**src/rtl/fp_status_ctl.sv**
```systemverilog
module fp_status_ctl #(
  parameter int DATA_W = 32,
  parameter int NEXC = 5,
  parameter int VEC_W = 12,
  parameter logic [DATA_W-1:0] WR_MASK = 32'h0007_FFFF,
  parameter logic [VEC_W-1:0] TRAP_VEC = 12'h120
) (
  input  logic              clk,
  input  logic              rst_n,
  input  logic              wr_en,
  input  logic [DATA_W-1:0] wr_data,
  input  logic              op_valid,
  input  logic [NEXC-1:0]   op_exc,
  input  logic              cmp_valid,
  input  logic              cmp_unordered,
  input  logic              cmp_true,
  output logic [DATA_W-1:0] csr,
  output logic              round_trunc,
  output logic              flush_zero,
  output logic              t_flag,
  output logic              exc_req,
  output logic [VEC_W-1:0]  exc_vec
);
  localparam int RM_LO  = 0;
  localparam int FLG_LO = RM_LO + 2;
  localparam int EN_LO  = FLG_LO + NEXC;
  localparam int CAU_LO = EN_LO + NEXC;
  localparam int CAU_W  = NEXC + 1;
  localparam int DN_BIT = CAU_LO + CAU_W;
  localparam logic [1:0] RM_TRUNC = 2'b01;

  logic [DATA_W-1:0] csr_q, csr_upd;
  logic [NEXC-1:0]   cause_new;
  logic              upd, trap;

  assign upd       = (op_valid | (cmp_valid & cmp_unordered)) & ~wr_en;
  assign cause_new = csr_q[CAU_LO +: NEXC] | op_exc;
  assign trap      = upd & (|op_exc) & (|(cause_new & csr_q[EN_LO +: NEXC]));

  always_comb begin
    csr_upd = csr_q;
    csr_upd[FLG_LO +: NEXC] = op_exc;
    csr_upd[CAU_LO +: NEXC] = cause_new;
  end

  always_ff @(posedge clk or negedge rst_n) begin
    if (!rst_n) begin
      csr_q   <= '0;
      exc_req <= 1'b0;
      t_flag  <= 1'b0;
    end else begin
      if (wr_en)    csr_q <= wr_data & WR_MASK;
      else if (upd) csr_q <= csr_upd;
      exc_req <= trap;
      if (cmp_valid && !cmp_unordered) t_flag <= cmp_true;
    end
  end

  assign csr         = csr_q;
  assign round_trunc = (csr_q[RM_LO +: 2] == RM_TRUNC);
  assign flush_zero  = csr_q[DN_BIT];
  assign exc_vec     = exc_req ? TRAP_VEC : '0;
endmodule

```
**config.mk**
```make
export PLATFORM = sky130hd
export DESIGN_NAME = fp_status_ctl
export DESIGN_NICKNAME = d
export VERILOG_FILES = /design/src/rtl/fp_status_ctl.sv
export SDC_FILE = /design/constraint.sdc
export NUM_CORES = 1
export LEC_CHECK = 0
export BUFFER_PORTS_ARGS = -buffer_cell sky130_fd_sc_hd__buf_2
export CORE_MARGIN = 8
export CORE_UTILIZATION = 41
export DETAILED_ROUTE_END_ITERATION = 8
export GPL_ROUTABILITY_DRIVEN = 0
export PLACE_DENSITY = 0.8
export REMOVE_ABC_BUFFERS = 1
export SLEW_MARGIN = 20
export SYNTH_ARGS = -nofsm -noshare
export SYNTH_HDL_FRONTEND = slang
export SYNTH_SLANG_ARGS = --single-unit
```
**constraint.sdc**
```tcl
create_clock -name clk -period 1.6 [get_ports clk]
set_input_delay 0 -clock clk [delete_from_list [all_inputs] [get_ports clk]]
set_output_delay 0 -clock clk [all_outputs]
set_load 0.005 [all_outputs]
```
# Yosys cells after proc, flatten, opt, wreduce, memory -nomap -nowiden
# Index checks and enable logic that the tools add are counted.
dict set report classes {
  eq_ne 1
  mux 3
  n_bitwise 8
  reduce_logical 5
}
# op n
set ops {}
lappend ops {{32-bit 2-to-1 mux} 1}
lappend ops {{17-bit 2-to-1 mux} 1}
lappend ops {{5-bit OR reduction} 2}
lappend ops {{9-bit 2-to-1 mux} 1}
lappend ops {{5-bit bitwise AND} 1}
lappend ops {{5-bit bitwise OR} 1}
lappend ops {{1-bit bitwise AND} 4}
lappend ops {{2-bit by 1-bit equality test with 1-bit output (second input constant)} 1}
lappend ops {{2-bit nonzero test} 1}
lappend ops {{1-bit logical AND} 1}
lappend ops {{1-bit logical NOT} 1}
lappend ops {{1-bit inverter} 1}
lappend ops {{1-bit bitwise OR} 1}
dict set report totals {
  regBits 34
  input_bits 44
  output_inout_bits 48
  elab_cells 21
}

# Longest topological paths before layout
dict set report logic_depth {
  depth_word 5
  mapped_depth 3
  mapped_depth_nobuf 3
}

# Least setup slack after synthesis
# Ideal clock, no wire load.
dict set report synth_path {
  kind {register to register}
  start {register csr_q[16] (netlist: csr[16])}
  end {register exc_req}
  setup_time_ns 0.111
  arrival_ns 0.933
  t_required_ns 1.489
  slack_ns 0.556
  path_stages_with_launch 4
  n_path_buf 0
  synth_period_minus_slack_ns 1.044
  cell_sequence {dfrtp_1 -> o21ai_0 -> and4_4 -> a2111oi_2}
}
dict set report synth_via {
  elab_chain_cells 4
}
# item line_no
set synth_rtl {}
lappend synth_rtl {{start, declared} 32} ;# logic [DATA_W-1:0] csr_q, csr_upd;
lappend synth_rtl {{start signal, assigned} 52} ;# if (wr_en) csr_q <= wr_data & WR_MASK;
lappend synth_rtl {{start signal, assigned} 53} ;# else if (upd) csr_q <= csr_upd;
lappend synth_rtl {{5-bit bitwise OR} 37} ;# assign cause_new = csr_q[CAU_LO +: NEXC] | op_exc;
lappend synth_rtl {{5-bit bitwise AND} 38} ;# assign trap = upd & (|op_exc) & (|(cause_new & csr_q[EN_LO +: NEXC]));
lappend synth_rtl {{5-bit OR reduction} 38}
lappend synth_rtl {{1-bit bitwise AND} 38}
lappend synth_rtl {{net trap} 34} ;# logic upd, trap;
lappend synth_rtl {{end signal, assigned} 54} ;# exc_req <= trap;
lappend synth_rtl {{end, declared} 21} ;# output logic exc_req,
# The timed path passes the listed nets, and every way through them passes these cells.
# A chain may end at the register's enable or synchronous reset.

# Worst setup path in the final report
# Ends and elaborated chain as after synthesis.

==> flow_summary_export.csv <==
group,metric,value,unit
clock_network,numCtsBuffers,3,
drt,detail-route-antenna-nets,0,
global_routing,track_usage,12.7,%
power,power.internal,0.829,mW
worst_setup_path,worstSetupStartpoint,"csr[16]$_DFFE_PN0P_",
power,leakagePower,0.787,nW
power,switching_share,28.0,%
clock_network,clk_latency,300,ps
global_routing,grt_pass1_vias,1057,
die,dieArea,4650,um2
worst_setup_path,start_kind,"register",
clock_network,clockRootBuffer,"clkbuf_4",
clock_network,cts_tree,"done",
synth,netlist_instances,104,
finish,syn2layout_area_growth,38.2,%
drt,drc,0,
worst_hold_path,hp-start,"op_exc[2]",
power,combPwrFrac,24.9,%
flow_run,drv_cap,0,
die,die-width,68.2,um
finish,diodes,0,
sta,hold_viol,0,
synth,ys_top_cells_by_area,"dfrtp_1, buf_4, mux2_1",
sta,tns,0,ps
worst_setup_path,worstPathArrival,1300,ps
worst_setup_path,r2r-start,"csr[16]$_DFFE_PN0P_",
drt,vias,955,
synth,yosysSeqAreaShare,47.0,%
synth,ys_ff_latch,21,
finish,drive_gt1_share,37.9,%
sta,slew_viol_final,0,
finish,layout.nets,222,
power,cellPowerDensity,745,nW/um2
synth,yosys.area.top_type,"dfrtp_1",
global_routing,grt_max_degree,31,
drt,finalWirelength,2980,um
power,power_frac_seq,53.6,%
sta,relSlewSlack,64.9,%
power,p_clk_share,21.5,%
global_routing,grt_antenna_before_repair,0,
worst_hold_path,hold_class,"in -> reg",
sta,rsz0062_at_grt,"false",
sta,fmax,0.910,GHz
die,rows,19,
clock_network,cts_resized,0,
placement,port_buffers,55,
sta,min_period,1100,ps
drt,first_iter_violations,16,
finish,n_fill_cell,223,
placement,dp.final_hpwl,2280,um
synth,synth_top_area_share,47.0,%
sta,tightest_slew,527,ps
power,p_total,1.15,mW
worst_setup_path,crit_required,1800,ps
finish,utilization,58.0,%
worst_setup_path,endpoint_kind,"register",
power,ir_drop,0.000621,V
die,dieHeight,68.2,um
synth,yosysUniqueCellTypes,19,
worst_setup_path,path_max_fanout,3,
drt,avgViaCountPerCell,4.59,
finish,stdcell_count,208,
die,coreArea,2660,um2
power,switchingPower,0.322,mW
clock_network,ctsHoldBuffers,21,
clock_network,cts.path.max_buffers,2,
die,initial_core_util,42.0,%
sta,finClkSkew,0.869,ps
synth,synth_area,1120,um2
synth,synth.avg_cell_area,10.7,um2
clock_network,path_clk_slew,110,ps
clock_network,htree_levels,1,
worst_setup_path,crit_type,"reg -> reg",
drt,firstDrtPassIters,4,
placement,dp.cells,183,
clock_network,clkSinkCount,21,
clock_network,postCtsSetupBuffers,0,
global_routing,overflow,0,
sta,hold-worst-slack,10.7,ps
die,io_pins,92,
global_routing,grt_pass1_wl,4570,um
outcome,status,"completed",
drt,routedWlPerCell,14.3,um
sta,final-setup-viol-count,0,
sta,fin_crit_sh,68.7,%
synth,yosysWarningCount,0,
## per-stage QoR
stage	setup WS, ps	cell area (um2)
final	501	1540
after global routing	383	1540
after CTS	500	1540
after detailed placement	527	1310
after global placement	520	1310
after floorplan	556	992
## synth_stat cells
cell	instances
clkbuf_1	2
and4_4	1
mux2_2	3
conb_1	1
nand2_1	10
o21ai_0	3
a2111oi_2	1
nor2b_1	2
a21oi_4	1
buf_4	26
buf_2	1
a21o_1	1
dfrtp_1	21
o21ai_1	12
or4_4	1
mux2i_1	5
nor2_2	1
mux2_1	7
a21oi_1	5
## metal layers
| metal | track usage (%) | routed length [um] | vias to the layer above |
|---|---|---|---|
| li1 | - | - | 450 |
| met5 | 0 | 0 | - |
| met2 | 20.2 | 1360 | 53 |
| met1 | 14.0 | 1140 | 448 |
| met4 | 5.37 | 41 | 0 |
| met3 | 6.87 | 442 | 4 |
## worst paths after layout
path / to / slack (ps) / depth (start not counted)
max in group asynchronous: csr[10]$_DFFE_PN0P_ / 1100 / 2
setup / recovery: exc_req$_DFF_PN0_ / 500 / 3
hold reg to reg: csr[17]$_DFFE_PN0P_ / 490 / 1
setup reg to reg: exc_req$_DFF_PN0_ / 500 / 3
min in group asynchronous: csr[18]$_DFFE_PN0P_ / 180 / 2
hold / removal: csr[14]$_DFFE_PN0P_ / 10 / 3
## final cells by class
type	instances	area, um2	area share, %
clock inverter	1	5.00	0.324
timing repair buffer	76	485	31.4
multi-input combinational	76	467	30.2
tap	31	38.8	2.51
sequential	21	526	34.0
clock buffer	3	22.5	1.46
## logic make-up (layout without fill, tap and decap cells)
group | after synthesis | in the layout | share of synthesized area (%)
flip-flops | 21 | 21 | 47.0
other | 1 | 23 | 0.336
AO/OA/AOI/OAI | 23 | 23 | 12.4
buffers and inverters | 29 | 80 | 18.6
multiplexers | 15 | 15 | 14.6
AND/OR/NAND/NOR | 15 | 15 | 7.06
## placed cells by master, fill, tap and decap left out
master and n:
buf_2 55, conb_1 23, dfrtp_1 21, dlygate4sd3_1 21, o21ai_1 12, nand2_1 10
mux2_1 7, mux2i_1 5, a21oi_1 5, o21ai_0 3, mux2_2 3, clkbuf_4 3
nor2b_1 2, and4_4 1, or4_4 1, nor2_2 1, a21oi_4 1, a2111oi_2 1
a21o_1 1, clkinv_2 1
## critical path, cell delays in order, from the launching register on
cell and delay [ps]:
dfrtp_1 390, o21ai_0 90, and4_4 180, a2111oi_2 340
## registers in the layout (all words and copies together), names as in the netlist
register / cells
csr: 19
exc_req: 1
t_flag: 1
## power groups by stage
stage	clock, mW	combinational (mW)	sequential [mW]
floorplan	0	0.0925	0.631
global placement	0	0.241	0.622
detailed placement	0	0.248	0.627
CTS	0.263	0.288	0.617
global route	0.276	0.318	0.625
finish	0.248	0.286	0.616
(Power assumes the default switching activity.)
